<file path="src/rtl/dcr_pkg.sv">
package dcr_pkg;

    localparam int DATA_W    = 8;
    localparam int ADDR_W    = 3;
    localparam int NUM_CH    = 2;
    localparam int NUM_REGS  = 1 << ADDR_W;
    localparam int MODE_IDX  = 6;   // register holding the broadcast flag
    localparam int BCAST_BIT = 0;
    localparam int BANK_BITS = NUM_REGS * DATA_W;
    localparam int ALL_BITS  = NUM_CH * BANK_BITS;

    typedef logic [DATA_W-1:0] data_t;
    typedef logic [ADDR_W-1:0] addr_t;
    typedef logic [NUM_CH-1:0] chmask_t;

    // Channel encoding follows the select line: 1 = A, 0 = B.
    typedef enum logic {
        CH_B = 1'b0,
        CH_A = 1'b1
    } chan_e;

    // Host request as seen at the pins.
    typedef struct packed {
        logic  sel_n;
        chan_e chan;
        addr_t addr;
        data_t data;
    } bus_req_t;

    // Write command toward the banks.
    typedef struct packed {
        chmask_t we;
        addr_t   addr;
        data_t   data;
    } wr_cmd_t;

    // Banks that a write reaches.
    function automatic chmask_t chan_mask(chan_e c, logic bcast);
        chmask_t m;
        if (bcast) begin
            m = '1;
        end else begin
            m    = '0;
            m[c] = 1'b1;
        end
        return m;
    endfunction

endpackage

</file>
<file path="src/rtl/strobe_sync.sv">
module strobe_sync #(
    parameter int STAGES = 2,
    parameter int WIDTH  = 1
) (
    input  logic             clk,
    input  logic             rst,
    input  logic [WIDTH-1:0] async_in,
    output logic [WIDTH-1:0] sync_out
);

    // Idle strobes are high, so every stage resets to 1.
    logic [WIDTH-1:0] stage_q [STAGES];

    always_ff @(posedge clk) begin
        if (rst) begin
            for (int s = 0; s < STAGES; s++) begin
                stage_q[s] <= '1;
            end
        end else begin
            stage_q[0] <= async_in;
            for (int s = 1; s < STAGES; s++) begin
                stage_q[s] <= stage_q[s-1];
            end
        end
    end

    assign sync_out = stage_q[STAGES-1];

endmodule

</file>
<file path="src/rtl/write_steer.sv">
module write_steer
    import dcr_pkg::*;
(
    input  logic     clk,
    input  logic     rst,
    input  logic     wr_rise,
    input  logic     wr_fall,
    input  logic     rd_sync,
    input  logic     wr_sync,
    input  bus_req_t req,
    input  logic     bcast,
    output wr_cmd_t  cmd
);

    // Marks a write cycle that saw both strobes low at once.
    logic spoiled_q;
    logic commit;

    always_ff @(posedge clk) begin
        if (rst) begin
            spoiled_q <= 1'b0;
        end else if (wr_fall) begin
            spoiled_q <= ~rd_sync;
        end else if (~rd_sync && ~wr_sync) begin
            spoiled_q <= 1'b1;
        end
    end

    always_comb begin
        commit   = wr_rise && !spoiled_q && rd_sync && !req.sel_n;
        cmd.addr = req.addr;
        cmd.data = req.data;
        cmd.we   = commit ? chan_mask(req.chan, bcast) : '0;
    end

endmodule

</file>
<file path="src/rtl/reg_bank.sv">
module reg_bank
    import dcr_pkg::*;
(
    input  logic                 clk,
    input  logic                 rst,
    input  logic                 we,
    input  addr_t                waddr,
    input  data_t                wdata,
    input  addr_t                raddr,
    output data_t                rdata,
    output logic                 bcast_flag,
    output logic [BANK_BITS-1:0] contents
);

    data_t mem [NUM_REGS];

    always_ff @(posedge clk) begin
        if (rst) begin
            for (int i = 0; i < NUM_REGS; i++) begin
                mem[i] <= '0;
            end
        end else if (we) begin
            mem[waddr] <= wdata;
        end
    end

    assign rdata      = mem[raddr];
    assign bcast_flag = mem[MODE_IDX][BCAST_BIT];

    for (genvar i = 0; i < NUM_REGS; i++) begin : g_flat
        assign contents[i*DATA_W +: DATA_W] = mem[i];
    end

endmodule

</file>
<file path="src/rtl/dual_chan_regif.sv">
module dual_chan_regif
    import dcr_pkg::*;
#(
    parameter int SYNC_STAGES = 2
) (
    input  logic              clk,
    input  logic              rst,
    input  logic              cs_n,
    input  logic              ch_sel,
    input  logic [ADDR_W-1:0] addr,
    input  logic              rd_n,
    input  logic              wr_n,
    input  logic [DATA_W-1:0] data_in,
    output logic [DATA_W-1:0] data_out,
    output logic              data_oe
);

    // Bit 1 carries the read strobe, bit 0 the write strobe.
    logic [1:0] strb_s;
    logic       wr_prev_q;
    logic       wr_rise;
    logic       wr_fall;

    strobe_sync #(
        .STAGES (SYNC_STAGES),
        .WIDTH  (2)
    ) u_sync (
        .clk      (clk),
        .rst      (rst),
        .async_in ({rd_n, wr_n}),
        .sync_out (strb_s)
    );

    always_ff @(posedge clk) begin
        if (rst) wr_prev_q <= 1'b1;
        else     wr_prev_q <= strb_s[0];
    end

    assign wr_rise = strb_s[0] & ~wr_prev_q;
    assign wr_fall = ~strb_s[0] & wr_prev_q;

    bus_req_t req;
    wr_cmd_t  cmd;
    chmask_t  bflags;
    logic     bcast;

    assign req.sel_n = cs_n;
    assign req.chan  = chan_e'(ch_sel);
    assign req.addr  = addr;
    assign req.data  = data_in;
    assign bcast     = |bflags;

    write_steer u_steer (
        .clk     (clk),
        .rst     (rst),
        .wr_rise (wr_rise),
        .wr_fall (wr_fall),
        .rd_sync (strb_s[1]),
        .wr_sync (strb_s[0]),
        .req     (req),
        .bcast   (bcast),
        .cmd     (cmd)
    );

    data_t                rdata [NUM_CH];
    logic [ALL_BITS-1:0]  bank_flat;

    for (genvar c = 0; c < NUM_CH; c++) begin : g_bank
        reg_bank u_bank (
            .clk        (clk),
            .rst        (rst),
            .we         (cmd.we[c]),
            .waddr      (cmd.addr),
            .wdata      (cmd.data),
            .raddr      (addr),
            .rdata      (rdata[c]),
            .bcast_flag (bflags[c]),
            .contents   (bank_flat[c*BANK_BITS +: BANK_BITS])
        );
    end

    // Read path: pin-level and combinational, always follows ch_sel.
    assign data_oe  = ~cs_n & ~rd_n;
    assign data_out = data_oe ? rdata[ch_sel] : '0;

endmodule

</file>
<file path="config.mk">
export PLATFORM = sky130hd
export DESIGN_NAME = dual_chan_regif
export DESIGN_NICKNAME = d
export VERILOG_FILES = /design/src/rtl/dcr_pkg.sv /design/src/rtl/strobe_sync.sv /design/src/rtl/write_steer.sv /design/src/rtl/reg_bank.sv /design/src/rtl/dual_chan_regif.sv
export SDC_FILE = /design/constraint.sdc
export NUM_CORES = 1
export LEC_CHECK = 0
export BUFFER_PORTS_ARGS = -buffer_cell sky130_fd_sc_hd__buf_2
export CORE_ASPECT_RATIO = 2
export CORE_UTILIZATION = 50
export CTS_CLUSTER_SIZE = 25
export DETAILED_ROUTE_END_ITERATION = 7
export HOLD_SLACK_MARGIN = 0.15
export PLACE_DENSITY = 0.65
export SETUP_SLACK_MARGIN = 0.02
export SLEW_MARGIN = 0
export SYNTH_ARGS = -nofsm -noshare
export SYNTH_HDL_FRONTEND = slang
export SYNTH_SLANG_ARGS = --single-unit
</file>
<file path="constraint.sdc">
create_clock -name clk -period 2.7 [get_ports clk]
set_clock_uncertainty 0.15 [all_clocks]
set_input_delay 0.405 -clock clk [delete_from_list [all_inputs] [get_ports clk]]
set_output_delay 0.405 -clock clk [all_outputs]
set_load 0.01 [all_outputs]
</file>
Word level (Yosys, flattened, before mapping)
Memories as Yosys holds them, arrays and structs flattened. Cells that the tools add are included.

Memory bits (writable): 132. Bits of input ports: 17. Register bits after elaboration: 2. Output and inout port bits: 9. Memories: 3.

Magnitude comparators: 3. Reduce and logical (&&, ||, !) cells: 11. Bitwise logic cells: 11. Mux-type cells: 27.

Memories: g_bank[0].u_bank.mem (words 8, bits a word 8, rd ports 2, clocked after Yosys merged registers in 0, write ports 8, line reg_bank.sv:15) `data_t mem [NUM_REGS];`; g_bank[1].u_bank.mem (words 8, bits a word 8, rd ports 2, clocked after Yosys merged registers in 0, write ports 8, line reg_bank.sv:15); u_sync.stage_q (words 2, bits a word 2, rd ports 2, clocked after Yosys merged registers in 0, write ports 2, line strobe_sync.sv:12) `logic [WIDTH-1:0] stage_q [STAGES];`.

Operators with widths (count): 8-bit 2-to-1 mux (6); 8-bit OR reduction (2); 1-bit 2-to-1 mux (14); 2-bit 2-to-1 mux (4); 3-bit 2-to-1 mux (2); 1-bit logical AND (5); 1-bit inverter (5); 1-bit bitwise AND (3); 2-bit >= comparator (second input constant) (1); 1-bit logical NOT (2); 1-bit by 2-bit < comparator with 1-bit output (second input constant) (1); 1-bit inverter with 2-bit output (1); 1-bit OR (2); 2-bit nonzero test (1); 2-bit OR reduction (1); 1-bit demux with 1-bit select (1); 1-bit >= comparator (second input constant) (1).

Depth between registers and ports, before layout
Gate-level depths: netlist of the first run.

Depth after elaboration: 11. Gate-level depth with buffers: 7.

Cells and area by module
A second synthesis of the first run with hierarchy kept.

Cells, all modules: 443. Area, all modules: 6444.9 µm².

Modules (own cells, without submodules): reg_bank at g_bank[0].u_bank (seq. area each 1921.8 µm², area each 3001.6 µm², times used 1, cells each 194); reg_bank at g_bank[1].u_bank (seq. area each 1921.8 µm², area each 2986.6 µm², times used 1, cells each 194); dual_chan_regif (seq. area each 20.0 µm², area each 183.9 µm², times used 1, cells each 25); write_steer (seq. area each 20.0 µm², area each 152.6 µm², times used 1, cells each 20); strobe_sync (seq. area each 80.1 µm², area each 120.1 µm², times used 1, cells each 10).

Least setup slack after synthesis of the first run
Ideal clock, no wire load.

Kind: input port to output port. Start: in addr[2]. End: out data_out[2]. Slack: 0.532 ns. Cell stages on the path: 6. Path buffers: 2. Arrival: 1.613 ns. Required time: 2.145 ns. Path through: buf_6 buf_6 nor2_1 a22o_1 a221oi_1 a2111oi_1.

Cells in the longest elaborated chain, start to end: 5.

Ends and longest elaborated chain: from (decl) (line dual_chan_regif.sv:10) `input logic [ADDR_W-1:0] addr,`; memory 8 x 8 bit; 8-bit 2-to-1 mux (not written as such) (*) (3 in series) (line dual_chan_regif.sv:84) `assign data_out = data_oe ? rdata[ch_sel] : '0;`; 8-bit 2-to-1 mux (*) (line dual_chan_regif.sv:84); to (decl) (line dual_chan_regif.sv:14) `output logic [DATA_W-1:0] data_out,`.

Every way passes the cells marked *; elsewhere a longest branch is shown, timed or not. The select of a mux whose other input is x is not followed.

==> results.cfg, run 1 <==
[synth]
syn_area_sq_um = 6540
synth_top_family_by_area = simple AND/OR/NAND/NOR gates
synthSimpleGateAreaFrac = 0.214
synth_top_area_share = 0.588
yosys.area_share.xor_xnor = 0
ys_warn_count = 0
async_flop_share = 0
synth-main-ff-cell = edfxtp_1
synth_fa_ha_area_frac = 0
synth_cells = 487
syn_avg_cell_area_sq_um = 13.4
synth_compound_area_frac = 0.0874
syn_nets = 504
synthMuxAreaShare = 0.0607
synth_area_leaders = edfxtp_1 (59%), and2_1 (12%), mux2i_1 (2.9%)
synth_edf_count = 128
synth_seq_area_share = 0.606
synth_top_area_cell = edfxtp_1
yosysUniqueCellTypes = 60
ys_ff_latch = 134

[worst_hold_path]
hold_class = register to register
whs_path_depth = 1

[sta]
hold_slack_ns = 0.263
fin_crit_sh = 0.989
clock.fmax_mhz = 374
relSlewSlack = 0.604
hold_viol = 0
tightest_slew_ns = 0.592
setup_viol = 0
rsz0062_at_grt = yes
slew_violations = 0
period_needed_ns = 2.67
setup_slack_ns = 0.0288

[cells_and_area]
fillerInstances = 1033
fin_util = 0.594
stdcell_count = 690
multi_input_area_sq_um = 2380
synthToLayoutAreaGrowth_pct = 14.8
layout-drive-gt1-share = 0.272
nets = 544
diodes = 0
final_common_cell = and2_1
regArea_sq_um = 3960
layout_common_cells = and2_1 (130), edfxtp_1 (128), buf_2 (25)

[die]
fp.coreArea_sq_um = 12600
dieArea_sq_um = 13600
die-height_um = 164
fp.dieW_um = 82.9
num_rows = 58
initial_utilization = 0.518
io_pins = 26

[route]
via_per_inst = 6.09
drc = 0
drt_iter0_drc = 355
dr_total_vias = 4200
wl_um = 17600
drtAntennaViolNets = 0
dr.pass1.iters = 5
routedWlPerCell_um = 25.5

[global_routing]
met1_usage = 0.286
gr-total-overflow = 0
grt.total_usage = 0.276
grt_pass1_vias = 4230
busiest_layer = met2
antenna_found_initial = 0
grt_pass1_wl_um = 26500
use_met2 = 0.510
grt_util_met3 = 0.0538
grt_max_degree = 36

[setup_path]
path_class = register to primary output
cp-end-kind = primary output
r2r_cells = 4
slowest_stage = mux4_2
worstPathRequired_ns = 2.14
path_cells = mux4_2 -> or2_1 -> a221oi_2 -> a2111oi_2 -> buf_2
critPathTopFamily = multiplexers
crit_buf_inv = 1
max_stage_delay_ns = 0.49
critPathArrivalTime_ns = 2.12
critical_path_cell_count = 5
start_kind = register
crit_fanout = 1

[clocking]
cts_tree = yes
cts.sinks = 134
cts-root-buf = clkbuf_16
clk_latency_ns = 0.41
clk_path_buf_depth = 2
numCtsBuffers = 17
cts.clk_slew.worst_paths_ns = 0.06
cts_max_level = 4

[outcome]
status = completed

[power_and_ir_drop]
power_density_nw_per_um2 = 673
leakagePower_nw = 2.89
peakVddDrop_mv = 0.519

[placement]
place_congestion = 0.901
pre_cts_slack_ns = 0.108
dp.cells = 656
io_buffers = 25
dp_hpwl_um = 12300

[flow_run]
max_cap_viol_count = 0
-- cell families after synthesis --
kind of cell    Yosys count
simple gates            217
flops                   134
compound gates           67
mux                      35
buf+inv                  34
-- power breakdown --
part	internal [mW]	switching, mW	total, mW
registers	2.34	0.0277	2.37
logic	0.129	0.242	0.370
clock network	1.45	0.868	2.31
total	3.91	1.14	5.05
-- worst paths after layout --
path	startpoint	to	slack, ns
max	g_bank[0].u_bank.mem[5][5]	data_out[5]	0.03
min	u_sync.stage_q[0][1]	u_sync.stage_q[0][3]	0.26
max reg2reg	wr_prev_q	g_bank[1].u_bank.mem[4][7]	0.49
min reg2reg	u_sync.stage_q[0][1]	u_sync.stage_q[0][3]	0.26
-- layout make-up --
class / instances / area share
tap: 150 / 0.0250
multi-input combinational: 319 / 0.318
clock inverter: 13 / 0.0210
clock buffer: 19 / 0.0577
timing repair buffer: 50 / 0.0479
inverter: 5 / 0.00250
sequential: 134 / 0.528
-- metal layers --
layer / vias to the layer above / share of wire
met5: - / 0
met4: 0 / 0.057
met2: 152 / 0.56
li1: 1888 / -
met1: 2108 / 0.34
met3: 52 / 0.040
-- through the flow --
| stage | instance area (sq um) | setup TNS (ns) | total power, mW |
|---|---|---|---|
| global placement | 6870 | 0 | 2.77 |
| detailed placement | 6870 | 0 | 2.77 |
| floorplan | 6540 | 0 | 2.62 |
| CTS | 7490 | 0 | 5.07 |
| global route | 7500 | -0.0211 | 5.18 |
| finish | 7500 | 0 | 5.05 |
-- Yosys cell counts, types with 3 or more instances --
| master | n |
|---|---|
| a2111oi_2 | 3 |
| a21oi_1 | 7 |
| a221o_1 | 7 |
| a221oi_1 | 9 |
| a22o_1 | 4 |
| a22oi_1 | 4 |
| and2_1 | 130 |
| and3_1 | 3 |
| buf_2 | 8 |
| buf_6 | 6 |
| clkbuf_1 | 12 |
| dfxtp_1 | 6 |
| edfxtp_1 | 128 |
| inv_1 | 4 |
| mux2_2 | 14 |
| mux2i_1 | 19 |
| nand2_1 | 11 |
| nand2b_1 | 4 |
| nand3_1 | 4 |
| nand3b_1 | 4 |
| nor2_1 | 10 |
| nor2_2 | 10 |
| nor2b_1 | 4 |
| nor3_2 | 3 |
| o211ai_1 | 6 |
| o21ai_0 | 5 |
| or2_2 | 20 |
-- state kept, by name, indices dropped and copies added, names as in the netlist --
name / cells
u_sync.stage_q: 4
u_steer.spoiled_q: 1
wr_prev_q: 1
g_bank.u_bank.mem: 128
-- timing repair --
action / in CTS / in global routing
hold endpoints to repair: 2 / 0
hold buffers: 2 / 0
gates resized for setup: 3 / 3
endpoints found under the setup margin: 2 / 3
buffers inserted: 0 / 0
pin swaps: 1 / 1
No activity file was read; power rests on OpenSTA's default activity.
==> inputs of run 2 (changes only) <==
- CORE_ASPECT_RATIO: 2 -> 1.25
==> run 2 against run 1 <==
  * Global-route usage decreased by 1.5 points
  * Wire length decreased by 5.4%
  * Critical endpoint unchanged
  * Critical path type unchanged
  * Sequential power about the same
  * Combinational power about the same
==> results.cfg, run 2 (synthesis results as in run 1) <==
[cells_and_area]
regMostFlops = g_bank.u_bank.mem
fin_util = 0.597
diodes = 0
fillerInstances = 1014
synthToLayoutAreaGrowth_pct = 16.2
final_common_cell = and2_1
largest_reg_flops = 128
layout-drive-gt1-share = 0.282
layout_common_cells = and2_1 (130), edfxtp_1 (128), buf_2 (25)
nets = 546
reg_top3 = g_bank.u_bank.mem: 128 flops, u_sync.stage_q: 4 flops

[placement]
dp_hpwl_um = 11300
io_buffers = 25
place_congestion = 0.916

[outcome]
status = completed

[die]
initial_utilization = 0.514
fp.coreArea_sq_um = 12700
num_rows = 46
die-height_um = 130
fp.dieW_um = 104
io_pins = 26
dieArea_sq_um = 13500

[global_routing]
grt_pass1_vias = 4110
grt_max_degree = 32
grt_pass1_wl_um = 24900
antenna_found_initial = 0
gr-total-overflow = 0
grt.total_usage = 0.261

[clocking]
clk_path_buf_depth = 2
cts.sinks = 134
numCtsBuffers = 17
cts_max_level = 4
cts_tree = yes
cts.clk_slew.worst_paths_ns = 0.06
cts-root-buf = clkbuf_16
clk_latency_ns = 0.42
cts_setup_buffers = 0

[sta]
rsz0062_at_grt = yes
hold_slack_ns = 0.198
setup_viol = 0
fin_crit_sh = 0.994
relSlewSlack = 0.687
tightest_slew_ns = 0.467
period_needed_ns = 2.68
hold_viol = 0
clock.fmax_mhz = 373
slew_violations = 0

[worst_hold_path]
hold_class = primary input to register

[setup_path]
path_class = register to primary output
r2r-end = g_bank[0].u_bank.mem[2][6]
critPathArrivalTime_ns = 2.13
crit_path_end = data_out[5]
path_cells = mux4_2 -> or2_4 -> a221oi_4 -> a2111oi_2 -> buf_2
worst_r2r_startpoint = u_sync.stage_q[0][2]
start_kind = register
cp-startpoint = g_bank[0].u_bank.mem[5][5]
critPathTopFamily = multiplexers
max_stage_delay_ns = 0.50
ff2ff_setup_slack_ns = 0.58
worstPathRequired_ns = 2.14
crit_fanout = 1
slowest_stage = mux4_2
critical_path_cell_count = 5
crit_buf_inv = 1
cp-end-kind = primary output
r2r_cells = 4

[flow_run]
max_cap_viol_count = 0

[route]
drtAntennaViolNets = 0
via_per_inst = 5.79
wl_um = 16700
drt_iter0_drc = 325
routedWlPerCell_um = 23.5
dr_total_vias = 4110
dr.pass1.iters = 5
drc = 0

[power_and_ir_drop]
leakagePower_nw = 2.93
peakVddDrop_mv = 0.365
power_density_nw_per_um2 = 685
-- run 2: layout make-up --
| class | count | area (sq um) | area share |
|---|---|---|---|
| clock buffer | 18 | 429 | 0.0565 |
| clock inverter | 14 | 198 | 0.0260 |
| inverter | 5 | 18.8 | 0.00247 |
| multi-input combinational | 319 | 2400 | 0.315 |
| sequential | 134 | 3960 | 0.522 |
| tap | 168 | 210 | 0.0277 |
| timing repair buffer | 52 | 380 | 0.0501 |
-- run 2: power breakdown --
| part | internal [mW] | switching (mW) |
|---|---|---|
| Combinational | 0.132 | 0.239 |
| Sequential | 2.34 | 0.0291 |
| Clock | 1.56 | 0.909 |
| Total | 4.03 | 1.18 |
-- run 2: repair_timing --
action | CTS | global route
hold buffers | 1 | 0
endpoints found under the hold margin | 1 | 0
pin swaps | 0 | 1
setup endpoints to repair | 2 | 2
resized for setup | 2 | 5
-- run 2: per-layer routing --
metal  GRT usage  vias up  share of wire
li1            -     1890              -
met4       0.122        0          0.030
met5           0        -              0
met2       0.462      137           0.52
met3      0.0415       30          0.048
met1       0.315     2053           0.41
-- run 2: worst min-delay path by stage --
stage                         startpoint                   end  slack (ns)  depth (start not counted)
finish                              rd_n  u_sync.stage_q[0][1]        0.20                          2
global route                        rd_n  u_sync.stage_q[0][1]        0.20                          2
CTS                                 rd_n  u_sync.stage_q[0][1]        0.18                          2
detailed placement  u_sync.stage_q[0][0]  u_sync.stage_q[0][2]        0.25                          1
global placement    u_sync.stage_q[0][0]  u_sync.stage_q[0][2]        0.24                          1
floorplan           u_sync.stage_q[0][0]  u_sync.stage_q[0][2]        0.24                          1
-- run 2: through the flow --
step | setup slack [ns] | cells | TNS [ns] | cell area, sq um | power (mW)
after floorplan | 0.532 | 487 | 0 | 6540 | 2.62
after global placement | 0.0876 | 677 | 0 | 6930 | 2.77
after detailed placement | 0.0752 | 677 | 0 | 6930 | 2.77
after CTS | 0.0148 | 710 | 0 | 7580 | 5.20
after global routing | -0.0242 | 710 | -0.0242 | 7600 | 5.31
final | 0.0159 | 710 | 0 | 7600 | 5.20
==> inputs of run 3 (changes only) <==
- SYNTH_HIERARCHICAL: not set -> 1
==> run 3 against run 2 <==
  * Die area decreased by 1.6%
  * Critical path depth increased by 2
  * Sequential cell count unchanged
  * Clock-buffer cell count increased by 1
  * Clock power decreased by 6%
  * Critical endpoint is now data_out[2]
  * Global-route usage decreased by 4.1 points
  * Hold slack improved by 0.068 ns
  * Via count decreased by 5.8%
==> results.cfg, run 3 <==
[outcome]
status = completed

[sta]
setup_viol = 0
slew_violations = 0
period_needed_ns = 2.61
setup_slack_ns = 0.0888
tightest_slew_ns = 0.580
hold_slack_ns = 0.266
fin_setup_tns_ns = 0
rsz0062_at_grt = no
hold_viol = 0
clock.fmax_mhz = 383
relSlewSlack = 0.613
fin_crit_sh = 0.967

[flow_run]
max_cap_viol_count = 0

[global_routing]
grt_pass1_vias = 3834
grt_pass1_wl_um = 20800
antenna_found_initial = 0
grt.total_usage = 0.220
gr-total-overflow = 0
grt_max_degree = 25

[route]
dr.pass1.iters = 4
via_per_inst = 5.85
wl_um = 13400
drt_iter0_drc = 245
drtAntennaViolNets = 0
routedWlPerCell_um = 20.2
drc = 0
dr_total_vias = 3870

[cells_and_area]
diodes = 0
synthToLayoutAreaGrowth_pct = 16.7
regMostFlops = g_bank.u_bank/mem
layout-drive-gt1-share = 0.262
layout_common_cells = nor3_1 (128), edfxtp_1 (128), buf_4 (46)
nets = 502
reg_top3 = g_bank.u_bank/mem: 128 flops, u_sync/stage_q: 4 flops
fin_util = 0.609
largest_reg_flops = 128
fillerInstances = 965

[setup_path]
start_kind = primary input
path_cells = buf_4 -> buf_8 -> mux4_1 -> mux2_2 -> mux2i_1 -> nor2_1 -> buf_2
worstPathRequired_ns = 2.14
crit_fanout = 11
slowest_stage = mux4_1
cp-end-kind = primary output
max_stage_delay_ns = 0.55
crit_buf_inv = 3
ff2ff_setup_slack_ns = 0.27
critPathArrivalTime_ns = 2.06
path_class = primary input to primary output
critPathTopFamily = multiplexers

[synth]
synth_cells = 441
syn_area_sq_um = 6430
ys_warn_count = 6
syn_nets = 458
syn_avg_cell_area_sq_um = 14.6

[placement]
pre_cts_slack_ns = -0.00502
place_congestion = 0.791
io_buffers = 25
dp_hpwl_um = 9510

[clocking]
clk_path_buf_depth = 2
clk_latency_ns = 0.41
cts.sinks = 134
cts.clk_slew.worst_paths_ns = 0.05
numCtsBuffers = 17
cts_tree = yes
cts_max_level = 4
cts-root-buf = clkbuf_16

[power_and_ir_drop]
leakagePower_nw = 2.67
finalPower_mw = 5.07
power_density_nw_per_um2 = 676
peakVddDrop_mv = 0.416

[die]
dieArea_sq_um = 13300
die-height_um = 129
fp.coreArea_sq_um = 12300
initial_utilization = 0.521
io_pins = 26
fp.dieW_um = 103
num_rows = 45

[worst_hold_path]
hold_class = register to register
## run 3: layer usage
metal	wire length, um	track usage	vias to the layer above
met4	310	0.0920	0
met3	432	0.0521	26
met1	5290	0.255	1938
li1	-	-	1810
met2	7330	0.387	96
met5	0	0	-
## run 3: cell type report
type | count | area [sq um] | area share
clock buffers | 19 | 433 | 0.0577
inverters | 18 | 67.6 | 0.00900
well taps | 164 | 205 | 0.0273
repair buffers | 78 | 597 | 0.0795
clock inverters | 12 | 160 | 0.0213
flip-flops and latches | 134 | 3960 | 0.528
multi-input cells | 236 | 2080 | 0.277
## run 3: power breakdown
| group | internal, mW | switching (mW) | total [mW] |
|---|---|---|---|
| sequential | 2.34 | 0.0193 | 2.36 |
| clock | 1.52 | 0.798 | 2.32 |
| combinational | 0.176 | 0.219 | 0.395 |
## run 3: worst paths after layout
path | startpoint | end | cells past startpoint
setup / recovery | addr[0] | data_out[2] | 7
hold / removal | u_sync/stage_q[0][0] | u_sync/stage_q[0][2] | 1
setup reg to reg | u_sync/stage_q[0][2] | g_bank[1].u_bank/mem[6][6] | 6
hold reg to reg | u_sync/stage_q[0][0] | u_sync/stage_q[0][2] | 1
## run 3: stage by stage
step / cell area, sq um / cells
after floorplan: 6430 / 441
after global placement: 6800 / 623
after detailed placement: 6800 / 623
after CTS: 7420 / 656
after global routing: 7500 / 661
final: 7500 / 661
## run 3: repair_timing
action	in CTS	in global routing
hold buffers	2	0
resized for setup	2	10
hold endpoints to repair	2	0
pin swaps	0	0
buffers inserted	0	4
cloned	0	1
endpoints found under the setup margin	4	6
